--- config.mk ---
export PLATFORM = sky130hd
export DESIGN_NAME = adc_conv_timer
export DESIGN_NICKNAME = d
export VERILOG_FILES = /design/src/rtl/adc_tmr_pkg.sv /design/src/rtl/adc_prescaler.sv /design/src/rtl/adc_decimator.sv /design/src/rtl/adc_settle_track.sv /design/src/rtl/adc_conv_timer.sv
export SDC_FILE = /design/constraint.sdc
export NUM_CORES = 1
export LEC_CHECK = 0
export ABC_AREA = 1
export BUFFER_PORTS_ARGS = -buffer_cell sky130_fd_sc_hd__clkbuf_2
export CORE_ASPECT_RATIO = 1.5
export CORE_UTILIZATION = 45
export DETAILED_ROUTE_END_ITERATION = 6
export PLACE_DENSITY = 0.66
export SLEW_MARGIN = 15
export SYNTH_ARGS = -nofsm -noshare
export SYNTH_HDL_FRONTEND = slang
export SYNTH_SLANG_ARGS = --single-unit
--- constraint.sdc ---
create_clock -name clk -period 2.1 [get_ports clk]
set_input_delay 0.21 -clock clk [delete_from_list [all_inputs] [get_ports clk]]
set_output_delay 0.21 -clock clk [all_outputs]
set_load 0.1 [all_outputs]
--- src/rtl/adc_tmr_pkg.sv ---
package adc_tmr_pkg;

  localparam int RATIO_W = 11;
  localparam int CODE_W  = 3;

  function automatic logic [RATIO_W-1:0] ratio_of(input logic [CODE_W-1:0] code);
    logic [RATIO_W-1:0] r;
    case (code)
      3'd0:    r = 11'd1096;
      3'd1:    r = 11'd274;
      3'd2:    r = 11'd220;
      3'd3:    r = 11'd183;
      3'd4:    r = 11'd55;
      3'd5:    r = 11'd46;
      3'd6:    r = 11'd27;
      default: r = 11'd23;
    endcase
    return r;
  endfunction

endpackage

--- src/rtl/adc_prescaler.sv ---
module adc_prescaler #(
  parameter int PRESCALE = 448
) (
  input  logic clk,
  input  logic rst,
  input  logic clr,
  input  logic en,
  output logic wrap
);
  localparam int CNT_W = $clog2(PRESCALE + 1);
  localparam logic [CNT_W-1:0] LAST = CNT_W'(PRESCALE - 1);

  logic [CNT_W-1:0] cnt_q;

  always_ff @(posedge clk) begin
    if (rst || clr)  cnt_q <= '0;
    else if (en)     cnt_q <= (cnt_q == LAST) ? '0 : cnt_q + 1'b1;
  end

  assign wrap = en && (cnt_q == LAST);

  p_pre_range_r2: assert property (@(posedge clk) disable iff (rst)
    cnt_q <= LAST);
endmodule

--- src/rtl/adc_decimator.sv ---
module adc_decimator
  import adc_tmr_pkg::*;
(
  input  logic               clk,
  input  logic               rst,
  input  logic               clr,
  input  logic               load,
  input  logic [CODE_W-1:0]  code_in,
  input  logic               adv,
  output logic               period_end
);
  logic [RATIO_W-1:0] ratio_q;
  logic [RATIO_W-1:0] cnt_q;
  logic               last;

  always_ff @(posedge clk) begin
    if (rst)       ratio_q <= ratio_of(CODE_W'(7));
    else if (load) ratio_q <= ratio_of(code_in);
  end

  assign last = (cnt_q == ratio_q - 1'b1);

  always_ff @(posedge clk) begin
    if (rst || clr) cnt_q <= '0;
    else if (adv)   cnt_q <= last ? '0 : cnt_q + 1'b1;
  end

  assign period_end = adv && last;

  p_decim_range_r2: assert property (@(posedge clk) disable iff (rst)
    cnt_q < ratio_q);
  p_ratio_held_r7: assert property (@(posedge clk) disable iff (rst)
    !load |=> $stable(ratio_q));
endmodule

--- src/rtl/adc_settle_track.sv ---
module adc_settle_track #(
  parameter int FIRST_PERIODS = 4,
  parameter int STEP_PERIODS  = 5
) (
  input  logic clk,
  input  logic rst,
  input  logic restart,
  input  logic step_hit,
  input  logic period_end,
  output logic valid_now
);
  localparam int S_W = $clog2(STEP_PERIODS + 1);
  localparam logic [S_W-1:0] S_FIRST = S_W'(FIRST_PERIODS);
  localparam logic [S_W-1:0] S_STEP  = S_W'(STEP_PERIODS);

  logic [S_W-1:0] left_q;

  always_ff @(posedge clk) begin
    if (rst)             left_q <= S_FIRST;
    else if (restart)    left_q <= S_FIRST;
    else if (step_hit)   left_q <= S_STEP;
    else if (period_end) left_q <= (left_q > 1) ? left_q - 1'b1 : '0;
  end

  assign valid_now = period_end && !restart && !step_hit && (left_q <= 1);

  p_restart_settle_r3: assert property (@(posedge clk) disable iff (rst)
    restart |=> (left_q == S_FIRST));
  p_step_reload_r6: assert property (@(posedge clk) disable iff (rst)
    (step_hit && !restart) |=> (left_q == S_STEP));
endmodule

--- src/rtl/adc_conv_timer.sv ---
module adc_conv_timer
  import adc_tmr_pkg::*;
#(
  parameter int PRESCALE      = 448,
  parameter int FIRST_PERIODS = 4,
  parameter int STEP_PERIODS  = 5
) (
  input  logic              clk,
  input  logic              rst,
  input  logic [CODE_W-1:0] rate_sel,
  input  logic              cont_en,
  input  logic              start,
  input  logic              step_evt,
  output logic              conv_tick,
  output logic              data_valid,
  output logic              busy
);
  logic busy_q, cont_q, tick_q, valid_q;
  logic pre_wrap, period_end, valid_now;

  adc_prescaler #(.PRESCALE(PRESCALE)) u_pre (
    .clk(clk), .rst(rst), .clr(start), .en(busy_q), .wrap(pre_wrap)
  );

  adc_decimator u_dec (
    .clk(clk), .rst(rst), .clr(start), .load(start), .code_in(rate_sel),
    .adv(pre_wrap), .period_end(period_end)
  );

  adc_settle_track #(.FIRST_PERIODS(FIRST_PERIODS), .STEP_PERIODS(STEP_PERIODS)) u_set (
    .clk(clk), .rst(rst), .restart(start), .step_hit(step_evt && busy_q),
    .period_end(period_end), .valid_now(valid_now)
  );

  always_ff @(posedge clk) begin
    if (rst) begin
      busy_q  <= 1'b0;
      cont_q  <= 1'b0;
      tick_q  <= 1'b0;
      valid_q <= 1'b0;
    end else begin
      tick_q  <= period_end && !start;
      valid_q <= valid_now;
      if (start) begin
        busy_q <= 1'b1;
        cont_q <= cont_en;
      end else if (valid_now && !cont_q) begin
        busy_q <= 1'b0;
      end
    end
  end

  assign conv_tick  = tick_q;
  assign data_valid = valid_q;
  assign busy       = busy_q;

  p_valid_has_tick_r4: assert property (@(posedge clk) disable iff (rst)
    data_valid |-> conv_tick);
  p_valid_one_wide_r9: assert property (@(posedge clk) disable iff (rst)
    data_valid |=> !data_valid);
  p_tick_one_wide_r2: assert property (@(posedge clk) disable iff (rst)
    conv_tick |=> !conv_tick);
  p_idle_quiet_r10: assert property (@(posedge clk) disable iff (rst)
    (!busy && !start) |=> !conv_tick);
  p_single_stops_r5: assert property (@(posedge clk) disable iff (rst)
    (data_valid && !busy) |=> !busy || $past(start));
endmodule

==> metrics.txt <==
VDD IR max roughly 570 µV; io pins 11; DRT iter0 DRCs 56; Setup Buffers After CTS 0; Die ar. about 5000 µm²; global-route wire length before repair 7921 µm; final count of negative-setup-slack endpoints 0; CP arrival 2.01 ns; vias 1945; Port Buf Inserts 10; initial antenna violation count 0; syn nets around 330; average wire per standard cell 11.79 µm; dominant synthesized flop cell dfxtp_1; Max Clock Freq between 0.5 and 0.6 GHz; area growth from synthesis to layout 12.27%; Yosys cell types 35; largest net degree at the start of global routing 12; via/cell ratio between 4 and 5; crit path kind reg2reg; busiest layer in global routing met2; GR Overflow Total 0; row count 30; DRC 0; die width between 50 and 60 µm; number of flops mapped to enable cells by yosys 0; Switch Pwr roughly 0.00037 W; Sw Share between 20% and 30%; Leakage ~1.1 nW; CTS Buf Count 5; fin. max-slew vios 0; CP required about 2.3 ns; GR Util met2 41.59%; syn_area_per_cell 6.779 µm²; overall routing resource usage roughly a fifth; Mapped Cells 316; reg-to-reg slack, setup 0.27 ns; status completed; Antenna Cells 0; cts hold-fix bufs 0; CTS resizes 0; Initial Utilization 47.16%; estimated wirelength of the detail-placed design a little under 4000 µm; clk sinks 37; Clock Root Buffer clkbuf_8; filler cell count 490; placed cell count 392; Max-cap violations 0; vias in the first global route 1862; post-route clock skew 0.005056 ns; final worst path period share 87.29%; type of the worst min-delay path in2reg; unrepaired setup endpoints after global routing false; Fin Setup TNS 0 ns; Worst-Skew Late Latency 0.29 ns; Ys Warns 0; die height 86.50 µm; Sequential Power Share 48.1%; Yosys reg bits 37; ys async rst share 0%; layout cell share with drive strength beyond 1 14.88%; Slew HR 64.22%; Crit. End Element register; Placed Instance Area approximately 2300 µm²; Comb power frac between 10% and 20%; final WL between 4000 and 5000 µm; Worst-path clk slew 0.07 ns; Clock power frac 41.6%; drt pass-1 iters 4; Worst-Margin Slew about 0.54 ns; core footprint about 4500 µm²; Final Hold Viols 0; Max FO, Critical Path 6; GP Congestion 0.8599; sequential share of the synthesized area 34.58%; clock buffer depth 2; met3 usage 3.134%; Final Cell Area 2405 µm²; nets ~350; CTS tree built; internal power approximately 0.0012 W; htree depth 2; Cell Count, Final, Fillers Out 400; M1 GR Usage 20.04%; kind of start point of the critical path register; area of the mapped netlist 2142 µm²; post-layout minimum cycle time 1.833 ns; Cell Pwr Density 634.7 nW/µm²; Detail Route Antenna Nets 0
==> synth_stat cells (4+ instances only) <==
cell	n	area (µm²)
nor2_1	44	165.2
nand2_2	5	31.28
a21oi_1	12	60.06
ha_1	5	62.56
nor3_1	4	20.02
dfxtp_1	37	740.7
inv_2	7	26.28
inv_1	39	146.4
nand3_1	14	70.07
nand4_1	7	43.79
nand2_1	88	330.3
o21ai_0	7	35.03
nor2_4	5	56.30
xnor2_1	6	52.55
xor2_1	7	61.31
nor2_2	5	31.28
and3_1	4	25.02
==> registers in the layout, summed over array words and instances (netlist names) <==
signal	count
u_pre.cnt_q	9
u_set.left_q	3
u_dec.ratio_q	10
data_valid	1
conv_tick	1
busy	1
cont_q	1
u_dec.cnt_q	11
==> worst max-delay path: stages, from the launching register on <==
cell and delay (ns):
dfxtp_1 0.31, inv_1 0.11, ha_1 0.25, nand2_2 0.09, nor2_2 0.10, nand3_1 0.12
nand2_1 0.10, nand2_1 0.05, inv_1 0.05, nand2_1 0.07, nor2_4 0.12, nand3_4 0.11
inv_2 0.10, nand2_1 0.05, nand2_1 0.05, nand3_1 0.07
==> cells by family after synthesis <==
| logic type | after synthesis | share of synthesized area (%) |
|---|---|---|
| adder cells (fa/ha/maj) | 5 | 2.921 |
| flip-flops | 37 | 34.58 |
| XOR/XNOR | 13 | 5.315 |
| AND/OR/NAND/NOR | 183 | 40.13 |
| buffers and inverters | 49 | 9.054 |
| AO/OA/AOI/OAI | 29 | 8.003 |
==> per-layer routing <==
metal | share of wire [%] | wire length, µm
met4 | 2.7 | 129
met5 | 0 | 0
met3 | 2.3 | 110
met1 | 39 | 1850
met2 | 56 | 2624
==> per-stage QoR <==
stage | power [W] | hold WS, ns | utilization, % | worst slack (ns)
after global placement | 0.0009078 | 0.4136 | 50.39 | 0.3076
after detailed placement | 0.0009087 | 0.4298 | 50.39 | 0.2604
after global routing | 0.001596 | 0.1628 | 52.95 | 0.03304
final | 0.001526 | 0.1272 | 52.95 | 0.2668
after floorplan | 0.0008636 | 0.2823 | - | 0.2046
after CTS | 0.001544 | 0.1275 | 52.95 | 0.2495
==> placed cells by master, fill, tap and decap left out, types with 6 or more instances in the layout <==
master / count
o21ai_0: 7
nand4_1: 7
nand2_1: 88
xor2_1: 7
inv_2: 7
dfxtp_1: 36
xnor2_1: 6
clkbuf_8: 6
inv_1: 39
nor2_1: 44
clkbuf_2: 10
a21oi_1: 12
nand3_1: 14
==> power by group through the flow <==
| stage | sequential, W | combinational [W] | clock, W |
|---|---|---|---|
| after floorplan | 0.000758 | 0.000105 | 0 |
| after detailed placement | 0.000750 | 0.000158 | 0 |
| after global placement | 0.000750 | 0.000158 | 0 |
| final | 0.000734 | 0.000158 | 0.000635 |
| after global routing | 0.000736 | 0.000178 | 0.000682 |
| after CTS | 0.000734 | 0.000159 | 0.000651 |
==> cell type report <==
| type | instances | area [µm²] | area share (%) |
|---|---|---|---|
| Tap cell | 64 | 80.08 | 3.330 |
| Inverter | 47 | 178.9 | 7.440 |
| Clock inverter | 1 | 30.03 | 1.249 |
| Timing Repair Buffer | 14 | 80.08 | 3.330 |
| Clock buffer | 7 | 86.33 | 3.590 |
| Sequential cell | 37 | 742.0 | 30.85 |
| Multi-Input combinational cell | 230 | 1207 | 50.21 |
==> final timing paths <==
kind | endpoint | cells past startpoint | startpoint
max | u_set.left_q[2]$_SDFFE_PP1P_ | 15 | u_dec.ratio_q[0]$_SDFFE_PP1P_
min | cont_q$_SDFFE_PP0P_ | 3 | cont_en
max reg2reg | u_set.left_q[2]$_SDFFE_PP1P_ | 15 | u_dec.ratio_q[0]$_SDFFE_PP1P_
min reg2reg | u_pre.cnt_q[1]$_SDFFE_PP0P_ | 2 | u_pre.cnt_q[1]$_SDFFE_PP0P_
(Power assumes the default switching activity.)
